[config.mk]
export PLATFORM = sky130hd
export DESIGN_NAME = gdrv_fault_sup
export DESIGN_NICKNAME = d
export VERILOG_FILES = /design/src/rtl/gdrv_fault_sup.sv
export SDC_FILE = /design/constraint.sdc
export NUM_CORES = 1
export LEC_CHECK = 0
export CORE_MARGIN = 2
export CORE_UTILIZATION = 47
export DETAILED_ROUTE_END_ITERATION = 6
export PLACE_DENSITY_LB_ADDON = 0.08
export SYNTH_ARGS = -nofsm -noshare
export SYNTH_HDL_FRONTEND = slang
export SYNTH_SLANG_ARGS = --single-unit
[constraint.sdc]
create_clock -name clk -period 1.6 [get_ports clk]
set_input_delay 0.4 -clock clk [delete_from_list [all_inputs] [get_ports clk]]
set_output_delay 0.4 -clock clk [all_outputs]
set_load 0.02 [all_outputs]
[src/rtl/gdrv_fault_sup.sv]
module gdrv_fault_sup #(
  parameter int NPH       = 2,
  parameter int PULSE_CYC = 4,
  parameter int SLEEP_CYC = 16,
  parameter int CP_CYC    = 32
) (
  input  logic             clk,
  input  logic             por_n,
  input  logic             rst_sleep_n,
  input  logic             ot_flag,
  input  logic             vdd_uv,
  input  logic             reg_below_off,
  input  logic             reg_above_on,
  input  logic [NPH-1:0]   boot_fail,
  input  logic [2*NPH-1:0] cmd,
  output logic             fault_n,
  output logic             drv_off,
  output logic             asleep
);
  localparam int NCMD = 2 * NPH;
  localparam int LW   = $clog2(SLEEP_CYC + 1);
  localparam int HW   = $clog2(CP_CYC + 1);

  logic [1:0]      pin_sync;
  logic            pin_hi;
  logic [LW-1:0]   lo_cnt;
  logic [HW-1:0]   hold_cnt;
  logic [NCMD-1:0] cmd_q;
  logic            reg_lat;
  logic            pwr_wait;
  logic [NPH-1:0]  boot_lat;
  logic            rst_clr;
  logic            wipe;
  logic            cmd_edge;

  assign pin_hi   = pin_sync[1];
  assign rst_clr  = !pin_hi && (lo_cnt == LW'(PULSE_CYC - 1));
  assign wipe     = vdd_uv || asleep;
  assign cmd_edge = |(cmd & ~cmd_q);

  always_ff @(posedge clk or negedge por_n) begin
    if (!por_n) begin
      pin_sync <= 2'b00;
      cmd_q    <= '0;
    end else begin
      pin_sync <= {pin_sync[0], rst_sleep_n};
      cmd_q    <= cmd;
    end
  end

  always_ff @(posedge clk or negedge por_n) begin
    if (!por_n) begin
      lo_cnt   <= '0;
      asleep   <= 1'b0;
      hold_cnt <= HW'(CP_CYC);
    end else if (!pin_hi) begin
      if (lo_cnt != LW'(SLEEP_CYC)) lo_cnt <= lo_cnt + 1'b1;
      if (lo_cnt == LW'(SLEEP_CYC - 1)) asleep <= 1'b1;
    end else begin
      lo_cnt <= '0;
      if (asleep) begin
        asleep   <= 1'b0;
        hold_cnt <= HW'(CP_CYC);
      end else if (hold_cnt != '0) begin
        hold_cnt <= hold_cnt - 1'b1;
      end
    end
  end

  always_ff @(posedge clk or negedge por_n) begin
    if (!por_n) begin
      pwr_wait <= 1'b1;
      reg_lat  <= 1'b0;
      boot_lat <= '0;
    end else begin
      if (reg_above_on) pwr_wait <= 1'b0;
      if (wipe) begin
        reg_lat  <= 1'b0;
        boot_lat <= '0;
      end else begin
        if (reg_below_off) reg_lat <= 1'b1;
        else if (rst_clr || cmd_edge) reg_lat <= 1'b0;
        boot_lat <= (rst_clr ? '0 : boot_lat) | boot_fail;
      end
    end
  end

  logic any_lat;
  assign any_lat = reg_lat || pwr_wait || (|boot_lat);

  assign fault_n = asleep || !(ot_flag || vdd_uv || any_lat);
  assign drv_off = asleep || !pin_hi || (hold_cnt != '0) || vdd_uv || any_lat;

endmodule

Word-level counts from Yosys, hierarchy flattened
Index checks and enable logic that the tools add are counted.
{"block": "word_totals", "ff_bits": 22, "input_bits": 13, "out_inout_bits": 3, "wordCells": 49}
{"block": "classes", "addsub": 2, "eq_ne": 3, "n_mux": 11, "bitwise": 3, "n_reduce_logical": 22}
{"operator": "two-way mux 6 bit", "n": 2}
{"operator": "logical OR 1 bit", "n": 11}
{"operator": "two-way mux 5 bit", "n": 2}
{"operator": "nonzero test 2 bit", "n": 3}
{"operator": "nonzero test 6 bit", "n": 1}
{"operator": "subtractor 6 x 1 -> 6 bit (second input constant)", "n": 1}
{"operator": "adder 5 x 1 -> 5 bit (second input constant)", "n": 1}
{"operator": "equality test 5 x 2 -> 1 bit (second input constant)", "n": 1}
{"operator": "equality test 5 x 4 -> 1 bit (second input constant)", "n": 1}
{"operator": "two-way mux 1 bit", "n": 5}
{"operator": "!= test 5 bit (second input constant)", "n": 1}
{"operator": "bitwise AND 4 bit", "n": 1}
{"operator": "two-way mux 2 bit", "n": 2}
{"operator": "NOT 4 bit", "n": 1}
{"operator": "OR reduction 4 bit", "n": 1}
{"operator": "nonzero test 3 bit", "n": 1}
{"operator": "logical NOT 1 bit", "n": 2}
{"operator": "bitwise OR 2 bit", "n": 1}
{"operator": "AND reduction 2 bit", "n": 1}
{"operator": "OR reduction 2 bit", "n": 1}
{"operator": "logical AND 1 bit", "n": 1}

Logic depth before layout (Yosys ltp)
{"block": "depth", "word_depth": 7, "ltp_mapped": 5, "ltp_nobuf": 5}

Worst setup path after synthesis
Ideal clock, no wire load.
{"block": "synth_path", "kind": "flip-flop to output port", "startpoint": "register hold_cnt[2]", "endpoint": "output port drv_off", "t_arrival_ns": 1.227, "t_required_ns": 1.200, "path_slack_ns": -0.027, "stages_incl_launch_ff": 4, "path_buffers": 0, "path_cell_list": "dfrtp_1 -> or3_4 -> nor4_1 -> nand4_1"}
{"block": "synth_via", "elab_chain_cells": 4}
{"item": "start: declaration", "line_no": "27", "rtl": "logic [HW-1:0] hold_cnt;"}
{"item": "start signal: assignment", "line_no": "55", "rtl": "hold_cnt <= HW'(CP_CYC);"}
{"item": "start signal: assignment", "line_no": "63", "rtl": "hold_cnt <= HW'(CP_CYC);"}
{"item": "start signal: assignment", "line_no": "65", "rtl": "hold_cnt <= hold_cnt - 1'b1;"}
{"item": "nonzero test 6 bit", "line_no": "92", "rtl": "assign drv_off = asleep || !pin_hi || (hold_cnt != '0) || vdd_uv || any_lat;"}
{"item": "logical OR 1 bit (3 in series)", "line_no": "92"}
{"item": "end: declaration", "line_no": "17", "rtl": "output logic drv_off,"}
No other way between the ends.

Final worst setup path
Same ends and word-level chain as after synthesis.

==> run summary <==
First-pass DRT Iterations = 6
largest net degree at the start of global routing = 23
RSZ-0062 raised after global routing = yes
setup_tns = -1760 ps
minimum clock period = 1940 ps
share of post-route cells with drive strength above 1 = 37.0%
Inserted Clock Buffers = 3
grt ovf = 0
Final Hold Fails = 0
CTS max path bufs = 2
CP Buf/Inv Count = 1
Vias = 843
Worst-Margin Slew = 485 ps
# rows = 17
Leak = 0.682 nW
Critical Path, Cell by Cell = or3_4 -> nor4_4 -> nand4_1 -> buf_4
Final period util = 121%
most common cell in the netlist = dfrtp_1
Synth Area in Compound Gates = 14.8%
EDFF count, synth = 0
grt met2 use = 31.0%
GPL Wtd Cong = 0.871
Port Buf Inserts = 15
post-synthesis mux area share = 3.08%
Final Cell Area = 1560 um^2
Total Wirelength = 2.20 mm
core region area = 2170 um^2
endpoint class of the critical path = primary output
Worst path max stage delay = 410 ps
largest family of logic cells by synthesized area = simple AND/OR/NAND/NOR gates
post-route DRC violation count = 0
top cells by area, synth = dfrtp_1 (47%), ha_1 (5.9%), dfstp_2 (5.0%), inv_1 (5.0%), nor2_1 (3.6%)
Final setup viols = 8
Post-Synthesis Cells = 95
Root Buffer = clkbuf_4
Peak VDD IR = 0.948 mV
CTS tree = yes
#FFs+latches synth = 22
Worst path slowest cell = or3_4
largest area contributor in the netlist = dfrtp_1
Mapped Area = 1060 um^2
worst min-delay path class = flop to flop
Post-DP Area = 1360 um^2
most frequent cells after synthesis = dfrtp_1 (20), inv_1 (14), nor2_1 (10), ha_1 (5), a21boi_0 (4)
maximum clock frequency = 0.517 GHz
Die Span Y = 51.4 um
XOR/XNOR Fraction of Synth Area = 2.49%
met3 usage = 3.80%
Adder-Cell Fraction of Synth Area = 5.92%
n_diodes = 0
type of origin of the critical path = flop
final worst slack = -335 ps
IO Pins = 16
sequential area share after synthesis = 52.3%
Clock Latency Late Sink = 300 ps
Worst EP arrival = 1540 ps
Rel. slew slack = 67.4%
number of max-cap violations = 0
die width = 51.4 um
Final nets = 157
Syn Area/Cell = 11.1 um^2
dpl ws = -689 ps
Clk pin slew, worst setup/hold paths = 110 ps
critical-path maximum fanout = 2
initial antenna violation count = 0
PwrDens = 1140 nW/um^2
violated checks = setup timing
Area Overhead vs Synth = 47.6%
Unique masters post-synth = 34
run status = complete, but fails checks
effective utilization at floorplan = 48.7%
CTS HTree Levels = 1
initial drt markers = 10
first-pass GRT wire length = 3.70 mm
Synthesized Nets = 113
CTS sink count = 22
Post-CTS Hold Buffers = 0
dpl hpwl = 1.46 mm
Min Hold Slack = 366 ps
critical setup path kind = flop to primary output
Pins Over Slew Limit = 0
post-DR vias/cell = 5.08
post-synth top area share = 47.3%
Ys Warns = 0
Post-DRT Antenna Nets = 0
Synth Flop Type = dfrtp_1
die area = 2650 um^2
met1 Use GR = 24.9%
routed len/inst = 13.3 um
Final Skew = 6.58 ps
area share of and/or/nand/nor cells after synthesis = 15.0%
Crit path max-delay family = simple AND/OR/NAND/NOR gates
gr busiest metal = met2
required time of the critical path = 1200 ps
Global Route Usage Sum = 19.0%
FFs w/ async S/R, synth = 100%
vias in the first global route = 861
metal layers:
layer  vias to the layer above  part of all wire [%]  wire (um)
met1                       405                    47       1030
met4                         0                  0.77         17
li1                        421                     -          -
met5                         -                     0          0
met3                         2                   3.7         82
met2                        15                    49       1070
metrics by stage:
step / util [%] / std cells / total power, mW
2_1_floorplan: - / 95 / 0.958
3_3_place_gp: 62.5 / 153 / 1.20
3_5_place_dp: 62.5 / 153 / 1.22
4_1_cts: 68.9 / 162 / 1.72
5_1_grt: 71.9 / 166 / 1.91
6_report: 71.9 / 166 / 1.78
cells in the final DEF (no fill, tap or decap), types with 2 or more instances in the layout:
| cell type | netlist | routed |
|---|---|---|
| buf_4 | 0 | 22 |
| dfrtp_1 | 20 | 20 |
| inv_1 | 14 | 11 |
| clkdlybuf4s50_1 | 0 | 11 |
| nor2_1 | 10 | 10 |
| buf_6 | 1 | 6 |
| a21boi_0 | 4 | 4 |
| inv_2 | 0 | 3 |
| nor2b_1 | 3 | 3 |
| ha_1 | 5 | 3 |
| clkbuf_4 | 0 | 3 |
| nor4_1 | 3 | 2 |
| o21a_1 | 2 | 2 |
| xnor2_1 | 2 | 2 |
| o41ai_1 | 3 | 2 |
| mux2_4 | 0 | 2 |
| ha_4 | 0 | 2 |
| dfstp_2 | 2 | 2 |
worst register-to-register path, cell delays in order (launching register included):
cell     delay [ps]
dfrtp_1         400
or3_4           410
buf_4           150
buf_6           120
o41ai_4         400
mux2_4          340
registers in the layout, indices dropped and copies added (netlist names):
register  cells
hold_cnt      6
lo_cnt        5
cmd_q         4
boot_lat      2
pin_sync      2
asleep        1
pwr_wait      1
reg_lat       1
cell families (layout without fill, tap and decap cells):
group           count (synthesis)  after routing
fa+ha+maj                       5              5
simple gates                   28             28
compound gates                 18             18
xor+xnor                        3              3
flops                          22             22
mux                             3              3
buf+inv                        16             59
where the power goes:
part	internal (mW)	switching, mW
Combinational	0.468	0.314
Clock	0.139	0.156
Sequential	0.648	0.0570
cell type report:
type | instances | area (um^2)
clock buffer | 4 | 36.3
fill | 156 | 609
inverter | 14 | 52.6
multi-input combinational | 57 | 520
sequential | 22 | 553
tap | 28 | 35.0
timing repair buffer | 41 | 363
repair_timing:
item / 4_1_cts / 5_1_grt
setup buffers: 6 / 4
gates cloned: 0 / 0
resized for setup: 32 / 7
endpoints found under the setup margin: 8 / 11
pin swaps: 3 / 4
path summary, 6_finish.rpt:
path                            slack (ps)                     from                      end  cells after the start
worst max-delay path                  -340  hold_cnt[2]$_DFFE_PN0P_                  drv_off                      4
worst min-delay path                   370    pin_sync[0]$_DFF_PN0_    pin_sync[1]$_DFF_PN0_                      0
worst max register to register        -310  hold_cnt[2]$_DFFE_PN0P_  hold_cnt[0]$_DFFE_PN0P_                      5
worst min register to register         370    pin_sync[0]$_DFF_PN0_    pin_sync[1]$_DFF_PN0_                      0
max in group asynchronous              890                    por_n  hold_cnt[5]$_DFFE_PN1P_                      2
min in group asynchronous              430                    por_n       cmd_q[0]$_DFF_PN0_                      2
Power figures use the tool's default switching activity.
